[src/rtl/pinirq_pkg.sv]
package pinirq_pkg;
  localparam int unsigned RA_W = 3;

  typedef enum logic [RA_W-1:0] {
    OFS_MODE  = 3'd0,
    OFS_ENR   = 3'd1,
    OFS_ENF   = 3'd2,
    OFS_LVL   = 3'd3,
    OFS_RISE  = 3'd4,
    OFS_FALL  = 3'd5,
    OFS_STAT  = 3'd6,
    OFS_CTRL  = 3'd7
  } reg_ofs_e;

  typedef struct packed {
    logic ev_en;
    logic sel_pm;
  } ctrl_t;

  // sticky flag update: a new edge outranks a clear
  function automatic logic flag_next(logic cur, logic clr, logic ev);
    return (cur & ~clr) | ev;
  endfunction

  function automatic logic edge_req(logic rf, logic enr, logic ff, logic enf);
    return (rf & enr) | (ff & enf);
  endfunction

  function automatic logic level_req(logic en, logic pin, logic act);
    return en & ~(pin ^ act);
  endfunction
endpackage

[src/rtl/pinirq_edge.sv]
module pinirq_edge #(
  parameter int unsigned N = 8
) (
  input  logic         clk,
  input  logic         rst_n,
  input  logic [N-1:0] pins_i,
  input  logic [N-1:0] clr_rise,
  input  logic [N-1:0] clr_fall,
  output logic [N-1:0] rise_ev,
  output logic [N-1:0] fall_ev,
  output logic [N-1:0] rise_flag,
  output logic [N-1:0] fall_flag
);
  import pinirq_pkg::*;

  logic [N-1:0] prev_q;
  logic         seen_q;

  always_ff @(posedge clk or negedge rst_n) begin
    if (!rst_n) begin
      prev_q <= '0;
      seen_q <= 1'b0;
    end else begin
      prev_q <= pins_i;
      seen_q <= 1'b1;
    end
  end

  assign rise_ev = seen_q ? (pins_i & ~prev_q) : '0;
  assign fall_ev = seen_q ? (~pins_i & prev_q) : '0;

  for (genvar i = 0; i < N; i++) begin : g_ch
    always_ff @(posedge clk or negedge rst_n) begin
      if (!rst_n) begin
        rise_flag[i] <= 1'b0;
        fall_flag[i] <= 1'b0;
      end else begin
        rise_flag[i] <= flag_next(rise_flag[i], clr_rise[i], rise_ev[i]);
        fall_flag[i] <= flag_next(fall_flag[i], clr_fall[i], fall_ev[i]);
      end
    end
  end
endmodule

[src/rtl/pinirq_regs.sv]
module pinirq_regs #(
  parameter int unsigned N  = 8,
  parameter int unsigned DW = 32
) (
  input  logic                        clk,
  input  logic                        rst_n,
  input  logic                        wr_en,
  input  logic [pinirq_pkg::RA_W-1:0] addr,
  input  logic [DW-1:0]               wdata,
  input  logic [N-1:0]                rise_flag,
  input  logic [N-1:0]                fall_flag,
  input  logic [N-1:0]                req,
  output logic [N-1:0]                mode,
  output logic [N-1:0]                enr,
  output logic [N-1:0]                enf,
  output logic [N-1:0]                lvl,
  output logic                        sel_pm,
  output logic [N-1:0]                clr_rise,
  output logic [N-1:0]                clr_fall,
  output logic [DW-1:0]               rdata
);
  import pinirq_pkg::*;

  localparam int unsigned PAD = DW - N;

  ctrl_t        ctrl_q;
  logic [N-1:0] wbits;
  logic         wr_mode, wr_enr, wr_enf, wr_lvl, wr_rise, wr_fall, wr_stat, wr_ctrl;
  logic [N-1:0] lvl_flip;

  assign wbits   = wdata[N-1:0];
  assign wr_mode = wr_en && (reg_ofs_e'(addr) == OFS_MODE);
  assign wr_enr  = wr_en && (reg_ofs_e'(addr) == OFS_ENR);
  assign wr_enf  = wr_en && (reg_ofs_e'(addr) == OFS_ENF);
  assign wr_lvl  = wr_en && (reg_ofs_e'(addr) == OFS_LVL);
  assign wr_rise = wr_en && (reg_ofs_e'(addr) == OFS_RISE);
  assign wr_fall = wr_en && (reg_ofs_e'(addr) == OFS_FALL);
  assign wr_stat = wr_en && (reg_ofs_e'(addr) == OFS_STAT);
  assign wr_ctrl = wr_en && (reg_ofs_e'(addr) == OFS_CTRL);

  // status writes: clear on edge channels, invert polarity on level channels
  assign clr_rise = (wr_rise ? wbits : '0) | (wr_stat ? (wbits & ~mode) : '0);
  assign clr_fall = (wr_fall ? wbits : '0) | (wr_stat ? (wbits & ~mode) : '0);
  assign lvl_flip = wr_stat ? (wbits & mode) : '0;

  always_ff @(posedge clk or negedge rst_n) begin
    if (!rst_n) begin
      mode   <= '0;
      enr    <= '0;
      enf    <= '0;
      lvl    <= '0;
      ctrl_q <= '0;
    end else begin
      if (wr_mode) mode <= wbits;
      if (wr_enr)  enr  <= wbits;
      if (wr_enf)  enf  <= wbits;
      if (wr_lvl)  lvl  <= wbits;
      else         lvl  <= lvl ^ lvl_flip;
      if (wr_ctrl) ctrl_q <= ctrl_t'(wdata[1:0]);
    end
  end

  assign sel_pm = ctrl_q.sel_pm;

  always_comb begin
    rdata = '0;
    unique case (reg_ofs_e'(addr))
      OFS_MODE: rdata = {{PAD{1'b0}}, mode};
      OFS_ENR:  rdata = {{PAD{1'b0}}, enr};
      OFS_ENF:  rdata = {{PAD{1'b0}}, enf};
      OFS_LVL:  rdata = {{PAD{1'b0}}, lvl};
      OFS_RISE: rdata = {{PAD{1'b0}}, rise_flag};
      OFS_FALL: rdata = {{PAD{1'b0}}, fall_flag};
      OFS_STAT: rdata = {{PAD{1'b0}}, req};
      OFS_CTRL: rdata = {{(DW-2){1'b0}}, ctrl_q};
      default:  rdata = '0;
    endcase
  end
endmodule

[src/rtl/pinirq_req.sv]
module pinirq_req #(
  parameter int unsigned N = 8
) (
  input  logic [N-1:0] pins_i,
  input  logic [N-1:0] pm_i,
  input  logic [N-1:0] mode,
  input  logic [N-1:0] enr,
  input  logic [N-1:0] enf,
  input  logic [N-1:0] lvl,
  input  logic [N-1:0] rise_flag,
  input  logic [N-1:0] fall_flag,
  input  logic         sel_pm,
  output logic [N-1:0] req,
  output logic [N-1:0] irq_o
);
  import pinirq_pkg::*;

  for (genvar i = 0; i < N; i++) begin : g_ch
    assign req[i] = mode[i] ? level_req(enr[i], pins_i[i], lvl[i])
                            : edge_req(rise_flag[i], enr[i], fall_flag[i], enf[i]);
  end

  assign irq_o = sel_pm ? pm_i : req;
endmodule

[src/rtl/pinirq_ctrl.sv]
module pinirq_ctrl #(
  parameter int unsigned N  = 8,
  parameter int unsigned DW = 32
) (
  input  logic                        clk,
  input  logic                        rst_n,
  input  logic [N-1:0]                pins_i,
  input  logic [N-1:0]                pm_i,
  input  logic                        wr_en,
  input  logic [pinirq_pkg::RA_W-1:0] addr,
  input  logic [DW-1:0]               wdata,
  output logic [DW-1:0]               rdata,
  output logic [N-1:0]                irq_o
);
  logic [N-1:0] rise_ev, fall_ev, rise_flag, fall_flag;
  logic [N-1:0] clr_rise, clr_fall;
  logic [N-1:0] mode, enr, enf, lvl, req;
  logic         sel_pm;

  pinirq_edge #(.N(N)) u_edge (
    .clk       (clk),
    .rst_n     (rst_n),
    .pins_i    (pins_i),
    .clr_rise  (clr_rise),
    .clr_fall  (clr_fall),
    .rise_ev   (rise_ev),
    .fall_ev   (fall_ev),
    .rise_flag (rise_flag),
    .fall_flag (fall_flag)
  );

  pinirq_regs #(.N(N), .DW(DW)) u_regs (
    .clk       (clk),
    .rst_n     (rst_n),
    .wr_en     (wr_en),
    .addr      (addr),
    .wdata     (wdata),
    .rise_flag (rise_flag),
    .fall_flag (fall_flag),
    .req       (req),
    .mode      (mode),
    .enr       (enr),
    .enf       (enf),
    .lvl       (lvl),
    .sel_pm    (sel_pm),
    .clr_rise  (clr_rise),
    .clr_fall  (clr_fall),
    .rdata     (rdata)
  );

  pinirq_req #(.N(N)) u_req (
    .pins_i    (pins_i),
    .pm_i      (pm_i),
    .mode      (mode),
    .enr       (enr),
    .enf       (enf),
    .lvl       (lvl),
    .rise_flag (rise_flag),
    .fall_flag (fall_flag),
    .sel_pm    (sel_pm),
    .req       (req),
    .irq_o     (irq_o)
  );
endmodule

[config.mk]
export PLATFORM = sky130hd
export DESIGN_NAME = pinirq_ctrl
export DESIGN_NICKNAME = d
export VERILOG_FILES = /design/src/rtl/pinirq_pkg.sv /design/src/rtl/pinirq_edge.sv /design/src/rtl/pinirq_regs.sv /design/src/rtl/pinirq_req.sv /design/src/rtl/pinirq_ctrl.sv
export SDC_FILE = /design/constraint.sdc
export NUM_CORES = 1
export LEC_CHECK = 0
export BUFFER_PORTS_ARGS = -buffer_cell sky130_fd_sc_hd__buf_2
export CORE_MARGIN = 3
export CORE_UTILIZATION = 25
export CTS_CLUSTER_SIZE = 16
export DETAILED_ROUTE_END_ITERATION = 16
export PLACE_DENSITY = 0.51
export SETUP_SLACK_MARGIN = 0.3
export SLEW_MARGIN = 20
export SYNTH_ARGS = -nofsm -noshare
export SYNTH_HDL_FRONTEND = slang
export SYNTH_SLANG_ARGS = --single-unit
[constraint.sdc]
create_clock -name clk -period 2.4 [get_ports clk]
set_input_delay 0.12 -clock clk [delete_from_list [all_inputs] [get_ports clk]]
set_output_delay 0.12 -clock clk [all_outputs]
set_load 0.005 [all_outputs]
; ---- Word-level counts from Yosys, hierarchy flattened
; Cells that the tools add are included.
[word_totals]
reg_bits = 59
latch_bits = 0
ramBits = 0
rom_bits = 0
input_bits = 54
out_inout_bits = 40
word_cells = 163
memories = 0
[op_classes]
addsub = 0
n_mul = 0
div = 0
order_cmp = 0
eq_ne = 7
n_shift = 0
n_mux = 17
n_bitwise = 106
reduce_logical = 9
[ops]
columns = cell, n
row1 = $pmux W32 S8, 1
row2 = $mux W8, 8
row3 = $and A1 B1 Y1, 40
row4 = $and A8 B8 Y8, 4
row5 = $not A1 Y1, 24
row6 = $not A8 Y8, 3
row7 = $or A1 B1 Y1, 24
row8 = $or A8 B8 Y8, 2
row9 = $eq A3 B3 Y1 const B, 4
row10 = $logic_and A1 B1 Y1, 8
row11 = $mux W1, 8
row12 = $xor A1 B1 Y1, 8
row13 = $xor A8 B8 Y8, 1
row14 = $eq A3 B2 Y1 const B, 2
row15 = $eq A3 B1 Y1 const B, 1
row16 = $logic_not A3 Y1, 1

; ---- Depth between registers and ports, before layout
; Gate-level depths: netlist of the first run.
[logic_depth]
word_depth = 7
ltp_mapped = 7
depth_no_buf = 4

; ---- By module
; Synthesis of the first run repeated with hierarchy kept, for this count alone.
[hier_totals]
hier_cells = 366
hier_area_um2 = 3743.6
[by_module_without_submodules]
columns = mod, instances, cells_per_inst, area_each_um2, seq_area_each_um2
row1 = pinirq_regs, 1, 242, 2392.3, 850.8
row2 = pinirq_edge, 1, 83, 955.9, 625.6
row3 = pinirq_req, 1, 41, 395.4, 0.0

; ---- Worst setup path before layout of the first run
; Ideal clock, no wire load.
[synth_path]
path_kind = reg-to-output
startpoint = reg u_regs.mode[3]
endpoint = out rdata[3]
arrival_time_ps = 1108
required_time_ps = 2280
slack_ps = 1172
path_stages_with_launch = 5
n_path_buf = 0
cell_sequence = dfrtp_1 mux2_2 a22oi_1 nor2_1 a221o_1
[synth_via]
elab_chain_len = 2
[synth_lines]
columns = element, line_no
row1 = "start, declared", pinirq_regs.sv:13  ; output logic [N-1:0] mode,
row2 = "start signal, assigned", pinirq_regs.sv:54  ; if (wr_mode) mode <= wbits;
row3 = $mux W1, pinirq_req.sv:19  ; assign req[i] = mode[i] ? level_req(enr[i], pins_i[i], lvl[i])
row4 = $pmux W32 S8 (*), pinirq_regs.sv:67  ; unique case (reg_ofs_e'(addr))
row5 = "end, declared", pinirq_ctrl.sv:12  ; output logic [DW-1:0] rdata,
; Mark *: on every way between the ends. The rest lies on a longest branch, timed or not. The select of a mux whose other input is x is not followed.

; ---- Worst setup path in the final report of the first run
[layout_path]
startpoint = reg u_regs.ctrl_q (netlist bit u_regs.sel_pm)
endpoint = out rdata[0]
[layout_via]
elab_chain_len = 1
[layout_lines]
columns = element, line_no
row1 = "start, declared", pinirq_regs.sv:26  ; ctrl_t ctrl_q;
row2 = "start signal, assigned", pinirq_regs.sv:59  ; if (wr_ctrl) ctrl_q <= ctrl_t'(wdata[1:0]);
row3 = $pmux W32 S8, pinirq_regs.sv:67
; Every way passes these cells. The select of a mux whose other input is x is not followed.

==> summary.md, run 1 <==
| Metric | Value |
|---|---|
| DPL Wire Length | `7.04 mm` |
| Die Area | `15,300 sq um` |
| Utilization after layout | `0.316` |
| Final #Nets | `458` |
| Worst Setup Start Kind | `flop` |
| Grt total ovfl | `0` |
| Post-CTS Setup Bufs | `0` |
| Final estimated routing congestion in global placement | `0.783` |
| DP Area | `3850 sq um` |
| P_sw | `1.01 mW` |
| Relative slew slack | `0.518` |
| Setup TNS | `0 ps` |
| Max-slew violations | `0` |
| Ys async rst share | `1.00` |
| Final Skew | `6.64 ps` |
| Critical Path, Cell by Cell | `nand3_1 > o21ai_0 > nand2_1 > a21oi_1 > buf_2` |
| Combinational power share | `0.216` |
| Int Power | `2.40 mW` |
| Core Rows | `42` |
| Vias in the first global route | `2,879` |
| Total design power | `3.41 mW` |
| Worst EP required | `2280 ps` |
| Detailed-route via count | `2,812` |
| Diode count | `0` |
| DRC viols | `0` |
| GRT Util Overall | `0.133` |
| PD cells | `805 nW/um^2` |
| Highest clock rate | `548 MHz` |
| Hold crit path type | `in -> reg` |
| Initial Utilization | `0.258` |
| Initial antenna violation count | `0` |
| Synth Instances | `338` |
| TritonCTS clock tree | `done` |
| CTS buffer count | `9` |
| Die W | `124 um` |
| Final hold viol count | `0` |
| Design area | `4240 sq um` |
| Clock Tree Buf Depth | `2` |
| CP Class | `reg -> out` |
| DR vias/cell | `4.81` |
| Highest ir drop seen on vdd | `0.305 mV` |
| P_leak | `1.80 nW` |
| DR WL/cell | `16.6 um` |
| Crit path buffers/inverters | `1` |
| Switching part of the total | `0.296` |
| CP max stage delay | `760 ps` |
| Pin count of the biggest net entering global routing | `23` |
| Arr. time, crit path | `1700 ps` |
| Maximum fanout along the worst path | `10` |
| Die Y | `124 um` |
| Mapped cell area | `3460 sq um` |
| Clock power frac | `0.366` |
| Post-synth top flop | `dfrtp_1` |
| Buffers added on ports | `45` |
| Reg clk slew, reported paths | `60 ps` |
| Antenna viol nets, final | `0` |
| Drt pass-1 iters | `4` |
| Netlist cell types | `40` |
| First-pass GRT wire length | `15.4 mm` |
| Post-Route WL | `9.73 mm` |
| Critical Path Sink Type | `primary output` |
| Met1 wire length | `4.48 mm` |
| Register area share after synthesis | `0.427` |
| Fin crit share | `0.760` |
| Seq pwr share | `0.418` |
| RSZ-0062 raised after global routing | `false` |
| Post-synth EDFFs | `0` |
| Area grow syn2layout | `22.7%` |
| Max layer used | `met4` |
| Clk sink count | `59` |
| Slew @ Worst Pin | `723 ps` |
| Clk root buf | `clkbuf_16` |
| Proportion of layout cells with a drive suffix above 1 | `0.313` |
| Met2 wire length | `4.48 mm` |
| Slowest CP cell | `dfrtp_1` |
| Synth Register Bits | `59` |
| Maxcap violations | `0` |
| Min cycle time layout | `1820 ps` |
| Top Family by Delay on Critical Path | `flip-flops` |
| Final setup vio count | `0` |
| Worst-Skew Late Latency | `320 ps` |
| Iter 0 DRT Violations | `197` |
| Status | `finished clean` |
| Core area | `13,400 sq um` |
| H-tree levels | `3` |
| Syn avg cell area | `10.2 sq um` |
| Ys Warns | `0` |
| # IOs | `94` |
| Met3 WL post-DR | `593 um` |
## final timing paths
kind / startpoint / slack, ps / to / depth (start not counted)
worst max-delay path: u_regs.sel_pm / 580 / rdata[0] / 5
worst min-delay path: wdata[4] / 140 / u_regs.enr[4] / 2
worst max register to register: u_edge.seen_q / 1170 / u_edge.rise_flag[6] / 2
worst min register to register: u_edge.prev_q[1] / 440 / u_edge.rise_flag[1] / 1
max in group asynchronous: rst_n / 1430 / u_regs.enf[0] / 3
min in group asynchronous: rst_n / 280 / u_regs.enr[2] / 2
## power groups by stage
stage | clock network, mW | registers (mW) | logic [mW]
after floorplan | 0 | 1.35 | 0.551
after global placement | 0 | 1.43 | 0.717
after detailed placement | 0 | 1.44 | 0.733
after CTS | 1.28 | 1.43 | 0.748
after global routing | 1.33 | 1.46 | 0.832
final | 1.25 | 1.43 | 0.737
## flip-flops by register name, summed over array words and instances, names as in the netlist
register	flops
u_regs.ctrl_q	1
u_regs.enf	8
u_edge.seen_q	1
u_edge.fall_flag	8
u_regs.lvl	8
u_regs.sel_pm	1
u_regs.enr	8
u_edge.rise_flag	8
u_edge.prev_q	8
u_regs.mode	8
## area by class of cell
class                           instances  area (sq um)
Clock buffer                            9           225
Clock inverter                          7          68.8
Fill cell                            1394          9160
Inverter                                4          15.0
Multi-Input combinational cell        259          1790
Sequential cell                        59          1480
Tap cell                              176           220
Timing Repair Buffer                   71           443
## Yosys cell counts, drive strengths merged (5+ instances only)
| library cell | count | share of area |
|---|---|---|
| o221a | 8 | 0.026 |
| clkbuf | 5 | 0.0054 |
| o22ai | 8 | 0.014 |
| nand4 | 9 | 0.016 |
| nor2 | 19 | 0.021 |
| buf | 34 | 0.070 |
| mux2 | 36 | 0.12 |
| o21ai | 23 | 0.033 |
| a21oi | 6 | 0.0087 |
| dfrtp | 59 | 0.43 |
| xor2 | 6 | 0.015 |
| a22oi | 10 | 0.022 |
| nand3 | 5 | 0.0072 |
| o2bb2ai | 17 | 0.043 |
| nand2 | 37 | 0.040 |
| mux2i | 11 | 0.032 |
| a21boi | 8 | 0.020 |
## layer usage
metal / up-vias / GRT usage
met5: - / 0
met4: 0 / 0.0484
met3: 17 / 0.0250
met2: 95 / 0.212
met1: 1362 / 0.180
li1: 1338 / -
## cell usage in the layout (no fill, tap or decap), types with 2 or more instances in the layout
cell type       n
buf_2          45
a22oi_1        10
a21oi_1         6
a21boi_2        2
a211oi_1        4
nand4_1         9
nand3_1         5
nor2_1         18
mux2i_1        11
mux2_2         36
clkbuf_16       9
dlygate4sd3_1   9
a221o_1         2
xnor2_1         2
nand2_1        37
nand2b_1        4
inv_1           4
xor2_1          6
clkinv_2        3
o22a_1          2
a21boi_0        6
o22ai_1         8
o2bb2ai_1      17
buf_4          17
nor3b_1         4
o21ai_0        23
clkinvlp_4      2
nor2b_1         3
o221a_2         8
conb_1         25
dfrtp_1        59
## timing repair
action / in CTS / in global routing
endpoints found under the setup margin: 0 / 0
endpoints found under the hold margin: 25 / 0
hold buffers: 9 / 0
gates resized for setup: 0 / 0
## logic make-up (layout without fill, tap and decap cells)
logic type	after synthesis	count (layout)	share of synthesized area
other	2	25	0.00217
multiplexers	47	47	0.149
flip-flops	59	59	0.427
AND/OR/NAND/NOR	87	87	0.125
XOR/XNOR	8	8	0.0203
buffers and inverters	43	91	0.0797
AO/OA/AOI/OAI	92	92	0.196
## metrics by stage
stage / cells / setup WS, ps / hold slack, ps
finish: 585 / 577 / 145
floorplan: 361 / 1170 / -176
detailed placement: 560 / 611 / 107
global route: 585 / 414 / 147
global placement: 560 / 658 / 92.3
CTS: 585 / 508 / 134
No activity file was read; power rests on OpenSTA's default activity.
==> run 2: changes to the inputs <==
clock period = 1.87 ns   (was 2.4 ns; I/O delays follow)
==> run 2 against run 1 <==
Sequential cell count unchanged. Critical path type unchanged. Final cell count up 5.0%. Largest cell class unchanged. Clock power up 46%. Non-clock buffer count up 29. Die area unchanged. Largest power group unchanged. Core utilization up 3.2 points.
==> summary.md, run 2 (same netlist as run 1, synthesis figures left out) <==
| Metric | Value |
|---|---|
| TritonCTS clock tree | `done (unchanged)` |
| Diode count | `0 (unchanged)` |
| Final estimated routing congestion in global placement | `0.792 (was 0.783)` |
| Vias in the first global route | `2,859 (was 2,879)` |
| Hold_sp | `pins_i[7] (was wdata[4])` |
| Die Area | `15,300 sq um (unchanged)` |
| DR vias/cell | `4.86 (was 4.81)` |
| Setup TNS | `0 ps (unchanged)` |
| DPL Wire Length | `7.13 mm (was 7.04 mm)` |
| Reg2reg start | `u_edge.seen_q (unchanged)` |
| CP max stage delay | `420 ps (was 760 ps)` |
| Maxcap violations | `0 (unchanged)` |
| Maximum fanout along the worst path | `3 (was 10)` |
| Core area | `13,400 sq um (unchanged)` |
| Slew @ Worst Pin | `746 ps (was 723 ps)` |
| DRC viols | `0 (unchanged)` |
| Clk root buf | `clkbuf_16 (unchanged)` |
| Commonest non-fill, non-tap cells in the layout | `51 x dfrtp_1, 44 x buf_4, 43 x buf_2, 37 x nand2_1, 34 x mux2_2 (was 59 x dfrtp_1, 45 x buf_2, 37 x nand2_1, 36 x mux2_2, 25 x conb_1)` |
| Status | `finished clean (unchanged)` |
| Final hold viol count | `0 (unchanged)` |
| Worst Hold Endpoint | `u_edge.rise_flag[7] (was u_regs.enr[4])` |
| Critical Path, Cell by Cell | `mux2_4 > a22oi_2 > nor2_1 > a221o_1 > buf_2 (was nand3_1 > o21ai_0 > nand2_1 > a21oi_1 > buf_2)` |
| Arr. time, crit path | `1620 ps (was 1700 ps)` |
| DR WL/cell | `16.7 um (was 16.6 um)` |
| Worst hold stages | `3 (was 2)` |
| CTS buffer count | `9 (unchanged)` |
| Utilization after layout | `0.348 (was 0.316)` |
| Highest clock rate | `585 MHz` |
| CP Class | `reg -> out (unchanged)` |
| Min cycle time layout | `1710 ps` |
| M3 GR Usage | `0.0445 (was 0.0250)` |
| Reg clk slew, reported paths | `50 ps (was 60 ps)` |
| Slowest CP cell | `dfrtp_2 (was dfrtp_1)` |
| FF-to-FF path depth | `2 (unchanged)` |
| Highest ir drop seen on vdd | `0.528 mV (was 0.305 mV)` |
| Final setup vio count | `0 (unchanged)` |
| PD cells | `1060 nW/um^2 (was 805 nW/um^2)` |
| Die Y | `124 um (unchanged)` |
| Fin crit share | `0.914` |
| Buffers added on ports | `45 (unchanged)` |
| Max-slew violations | `0 (unchanged)` |
| Die W | `124 um (unchanged)` |
| Detailed-route via count | `2,983 (was 2,812)` |
| Critical R2R Capture | `u_edge.rise_flag[5] (was u_edge.rise_flag[6])` |
| Grt total ovfl | `0 (unchanged)` |
| Area grow syn2layout | `35.1% (was 22.7%)` |
| Worst EP required | `1780 ps (was 2280 ps)` |
| Final Skew | `7.41 ps (was 6.64 ps)` |
| Core Rows | `42 (unchanged)` |
| Met2 usage | `0.224 (was 0.212)` |
| # IOs | `94 (unchanged)` |
| Clock Tree Buf Depth | `2 (unchanged)` |
| GRT Util Overall | `0.140 (was 0.133)` |
| H-tree levels | `3 (unchanged)` |
| Antenna viol nets, final | `0 (unchanged)` |
| Worst-Skew Late Latency | `330 ps (was 320 ps)` |
| P_leak | `2.00 nW (was 1.80 nW)` |
| Final #Nets | `487 (was 458)` |
| Met1 Use GR | `0.178 (was 0.180)` |
| First-pass GRT wire length | `15.8 mm (was 15.4 mm)` |
| Relative slew slack | `0.502 (was 0.518)` |
| Clk sink count | `59 (unchanged)` |
| R2R Setup Slk | `690 ps (was 1170 ps)` |
| Worst Setup Start Kind | `flop (unchanged)` |
| Initial Utilization | `0.258 (unchanged)` |
| Post-Route WL | `10.3 mm (was 9.73 mm)` |
| Iter 0 DRT Violations | `219 (was 197)` |
| RSZ-0062 raised after global routing | `true (was false)` |
| Pin count of the biggest net entering global routing | `30 (was 23)` |
| Drt pass-1 iters | `4 (unchanged)` |
| Initial antenna violation count | `0 (unchanged)` |
| Commonest non-fill, non-tap cell in the layout | `dfrtp_1 (unchanged)` |
| Critical Path Sink Type | `primary output (unchanged)` |
| Proportion of layout cells with a drive suffix above 1 | `0.429 (was 0.313)` |
| Hold crit path type | `in -> reg (unchanged)` |
| Global routing's busiest layer | `met2 (unchanged)` |
[run 2: per-stage QoR]
step / std cells / worst slack (ps) / area [sq um] / hold slack [ps] / total power [mW]
floorplan: 361 / 668 / 3540 / -202 / 2.44
global placement: 568 / 314 / 3930 / 192 / 2.77
detailed placement: 568 / 322 / 3930 / 205 / 2.80
CTS: 605 / 152 / 4470 / 17.2 / 4.79
global route: 614 / 98.1 / 4670 / 29.4 / 5.23
finish: 614 / 160 / 4670 / 26.8 / 4.96
[run 2: how the worst max path moves through the flow]
stage | start | endpoint | slack (ps) | cells past startpoint
2_1_floorplan | u_regs.mode[3] | rdata[3] | 670 | 4
3_3_place_gp | addr[2] | rdata[3] | 310 | 6
3_5_place_dp | addr[2] | u_edge.rise_flag[3] | 320 | 6
4_1_cts | u_regs.mode[7] | rdata[7] | 150 | 5
5_1_grt | u_regs.mode[7] | rdata[7] | 100 | 5
6_report | u_regs.mode[7] | rdata[7] | 160 | 5
[run 2: cell type report]
cell class / instances / area (sq um)
multi-input combinational: 259 / 1920
fill: 1375 / 8730
inverter: 4 / 15.0
clock buffer: 12 / 256
tap: 176 / 220
timing repair buffer: 100 / 694
sequential: 59 / 1490
clock inverter: 4 / 72.6
[run 2: metal layers]
metal,share of wire,wire (um)
met4,0.013,136
met2,0.49,5000
met5,0,0
met1,0.44,4520
met3,0.060,621
[run 2: power by group]
group,leakage [nW],switching (mW),total (mW),internal (mW)
Combinational,1.16,0.546,1.31,0.766
Clock,0.159,0.587,1.82,1.24
Sequential,0.673,0.289,1.83,1.54
Total,2.00,1.42,4.96,3.54
[run 2: critical path: cells and delay by family (launching register included)]
| family | cells | cell delay, ps |
|---|---|---|
| AO/OA/AOI/OAI | 2 | 400 |
| buffers and inverters | 1 | 130 |
| flip-flops | 1 | 420 |
| multiplexers | 1 | 280 |
| AND/OR/NAND/NOR | 1 | 50 |
[run 2: what timing repair did]
action                                  in CTS  in global routing
endpoints found under the hold margin       43                  0
endpoints found under the setup margin      16                 16
pin swaps                                    5                  9
resized for setup                           11                 28
buffers inserted                            12                  9
hold buffers                                 9                  0
==> run 3: changes to the inputs <==
ABC_AREA = 1   (was not set)
TNS_END_PERCENT = 10   (was not set)
==> run 3 against run 2 <==
Hold slack improved by 34 ps. Sequential power fell by 7%. Synthesized area rose by 6.4%. Critical endpoint is now irq_o[2]. Die area rose by 6.1%. Register-to-register slack improved by 170 ps. Final cell count rose by 25%.
==> summary.md, run 3 <==
| Metric | Value |
|---|---|
| Final hold viol count | `0 (unchanged)` |
| Arr. time, crit path | `1400 ps (was 1620 ps)` |
| Max-slew violations | `0 (unchanged)` |
| Post-Route WL | `11.0 mm (was 10.3 mm)` |
| CTS buffer count | `9 (unchanged)` |
| Area grow syn2layout | `20.7% (was 35.1%)` |
| DR vias/cell | `4.69 (was 4.86)` |
| Worst EP required | `1780 ps (about the same)` |
| Post-synth EDFFs | `0 (unchanged)` |
| GRT Util Overall | `0.141 (was 0.140)` |
| TritonCTS clock tree | `done (unchanged)` |
| Drt pass-1 iters | `5 (was 4)` |
| RSZ-0062 raised after global routing | `true (unchanged)` |
| Maximum fanout along the worst path | `4 (was 3)` |
| Reg clk slew, reported paths | `50 ps (about the same)` |
| Commonest non-fill, non-tap cells in the layout | `189 x nand2_1, 86 x nand3_1, 59 x dfrtp_1, 45 x buf_2, 42 x o21ai_0 (was 51 x dfrtp_1, 44 x buf_4, 43 x buf_2, 37 x nand2_1, 34 x mux2_2)` |
| Vias in the first global route | `3,538 (was 2,859)` |
| FILL cells | `1,543 (was 1,375)` |
| Initial Utilization | `0.260 (was 0.258)` |
| Worst Setup Start Kind | `flop (unchanged)` |
| Iter 0 DRT Violations | `289 (was 219)` |
| Design area | `4440 sq um (was 4670 sq um)` |
| Clk root buf | `clkbuf_16 (unchanged)` |
| Die Y | `127 um (was 124 um)` |
| DR WL/cell | `14.2 um (was 16.7 um)` |
| Commonest non-fill, non-tap cell in the layout | `nand2_1 (was dfrtp_1)` |
| Highest ir drop seen on vdd | `0.464 mV (was 0.528 mV)` |
| Reg area | `1480 sq um (was 1490 sq um)` |
| Ys async rst share | `1.00 (unchanged)` |
| Top Family by Delay on Critical Path | `flip-flops (unchanged)` |
| Initial antenna violation count | `0 (unchanged)` |
| Mapped cell area | `3680 sq um (was 3460 sq um)` |
| Pin count of the biggest net entering global routing | `60 (was 30)` |
| DRC viols | `0 (unchanged)` |
| Final Skew | `2.47 ps (was 7.41 ps)` |
| Buffers added on ports | `45 (unchanged)` |
| Slowest CP cell | `dfrtp_1 (was dfrtp_2)` |
| Syn avg cell area | `7.04 sq um (was 10.2 sq um)` |
| Yosys top cell by area | `dfrtp_1 (unchanged)` |
| H-tree levels | `3 (unchanged)` |
| Crit path buffers/inverters | `1 (unchanged)` |
| Pre-CTS WS | `373 ps (was 322 ps)` |
| DP Area | `4050 sq um (was 3930 sq um)` |
| DPL Wire Length | `7.80 mm (was 7.13 mm)` |
| Global routing's busiest layer | `met2 (unchanged)` |
| Clock Tree Buf Depth | `2 (unchanged)` |
| Highest clock rate | `669 MHz (was 585 MHz)` |
| Setup TNS | `0 ps (unchanged)` |
| Critical Path Sink Type | `primary output (unchanged)` |
| Top cells by area, synth | `dfrtp_1 40%, nand2_1 19%, nand3_1 12% (was dfrtp_1 43%, mux2_2 12%, buf_4 5.6%)` |
| Maxcap violations | `0 (unchanged)` |
| Detailed-route via count | `3,612 (was 2,983)` |
| Core area | `14,100 sq um (was 13,400 sq um)` |
| Min cycle time layout | `1500 ps (was 1710 ps)` |
| Met1 Use GR | `0.194 (was 0.178)` |
| Worst-Skew Late Latency | `320 ps (was 330 ps)` |
| Multi-input logic area | `1830 sq um (was 1920 sq um)` |
| Fin crit share | `0.800 (was 0.914)` |
| Final setup vio count | `0 (unchanged)` |
| Post-synth top flop | `dfrtp_1 (unchanged)` |
| Met2 usage | `0.218 (was 0.224)` |
| Most frequent cell after synthesis | `nand2_1 (was dfrtp_1)` |
| P_leak | `2.26 nW (was 2.00 nW)` |
| Netlist cell types | `20 (was 40)` |
| Synth Register Bits | `59 (unchanged)` |
| Area share of the largest cell type after synthesis | `0.401 (was 0.427)` |
| Hold crit path type | `in -> reg (unchanged)` |
| CP max stage delay | `410 ps (was 420 ps)` |
| Final estimated routing congestion in global placement | `0.803 (was 0.792)` |
| PD cells | `952 nW/um^2 (was 1060 nW/um^2)` |
| Die Area | `16,200 sq um (was 15,300 sq um)` |
| Final #Nets | `640 (was 487)` |
| Synth Instances | `522 (was 338)` |
| Grt total ovfl | `0 (unchanged)` |
| Ys Warns | `0 (unchanged)` |
| # IOs | `94 (unchanged)` |
| Register area share after synthesis | `0.401 (was 0.427)` |
| Critical Path, Cell by Cell | `nand2_1 > nand2_1 > o21ai_1 > nand2_1 > o21ai_0 > buf_2 (was mux2_4 > a22oi_2 > nor2_1 > a221o_1 > buf_2)` |
| Final WS setup | `374 ps (was 160 ps)` |
| Hold_ws | `60.8 ps (was 26.8 ps)` |
| Antenna viol nets, final | `0 (unchanged)` |
| M3 GR Usage | `0.0347 (was 0.0445)` |
| Die W | `127 um (was 124 um)` |
| Most frequent cells after synthesis | `189 x nand2_1, 86 x nand3_1, 59 x dfrtp_1 (was 59 x dfrtp_1, 37 x nand2_1, 36 x mux2_2)` |
| Status | `finished clean (unchanged)` |
| First-pass GRT wire length | `18.2 mm (was 15.8 mm)` |
| Diode count | `0 (unchanged)` |
| CP Class | `reg -> out (unchanged)` |
| Clk sink count | `59 (unchanged)` |
| Core Rows | `43 (was 42)` |
| Proportion of layout cells with a drive suffix above 1 | `0.161 (was 0.429)` |
| CP most frequent cell | `nand2_1` |
-- run 3: cell types whose count changed in the layout (fill, tap and decap cells not counted), sizes merged, moves of 10 or more --
cell,delta
mux2i,-11
nand2,+155
buf,-27
a22oi,-10
nand3,+81
nand4,+13
o2bb2ai,-17
inv,+37
o21ai,+23
mux2,-36
-- run 3: metal layers --
| metal | vias up | share of wire |
|---|---|---|
| met1 | 1694 | 0.47 |
| met4 | 0 | 0.024 |
| met3 | 17 | 0.049 |
| li1 | 1787 | - |
| met2 | 114 | 0.46 |
| met5 | - | 0 |
-- run 3: cells by family after synthesis --
family	after synthesis	share of synthesized area
other	2	0.00204
buffers and inverters	84	0.126
AOI/OAI and AO/OA	46	0.0626
DFF	59	0.401
and+or+nand+nor	331	0.408
-- run 3: layout make-up --
class                   instances  share of cell area
repair buffers                 72               0.104
clock inverters                 2             0.00225
flip-flops and latches         59               0.333
multi-input cells             402               0.412
well taps                     180              0.0507
clock buffers                  13              0.0609
inverters                      42              0.0375
-- run 3: path summary, 6_finish.rpt --
path | startpoint | endpoint | slack [ps] | cells after the start
max in group asynchronous | rst_n | u_regs.lvl[6] | 1260 | 3
max | u_regs.lvl[2] | irq_o[2] | 370 | 6
min reg2reg | u_edge.prev_q[7] | u_edge.rise_flag[7] | 470 | 1
min in group asynchronous | rst_n | u_edge.rise_flag[1] | 310 | 3
min | wdata[0] | u_regs.lvl[0] | 60 | 3
max reg2reg | u_edge.seen_q | u_edge.fall_flag[0] | 860 | 3
-- run 3: worst min-delay path: cells and delay by family --
| family | cells | cell delay, ps |
|---|---|---|
| buffers and inverters | 1 | 130 |
| AND/OR/NAND/NOR | 2 | 130 |
-- run 3: metrics by stage --
| stage | utilization | total power [mW] | instances |
|---|---|---|---|
| floorplan | - | 2.31 | 545 |
| global placement | 0.286 | 2.64 | 745 |
| detailed placement | 0.286 | 2.66 | 745 |
| CTS | 0.313 | 4.25 | 769 |
| global route | 0.314 | 4.51 | 770 |
| finish | 0.314 | 4.22 | 770 |
-- run 3: where the power goes --
group / internal, mW / switching, mW / total [mW]
clock network: 0.993 / 0.565 / 1.56
logic: 0.379 / 0.573 / 0.952
registers: 1.50 / 0.217 / 1.71
total: 2.87 / 1.35 / 4.22
-- run 3: repair_timing --
action,in CTS,in global routing
buffers inserted,0,1
hold buffers,9,0
hold endpoints to repair,67,0
resized for setup,1,6
endpoints found under the setup margin,1,13
pin swaps,0,2
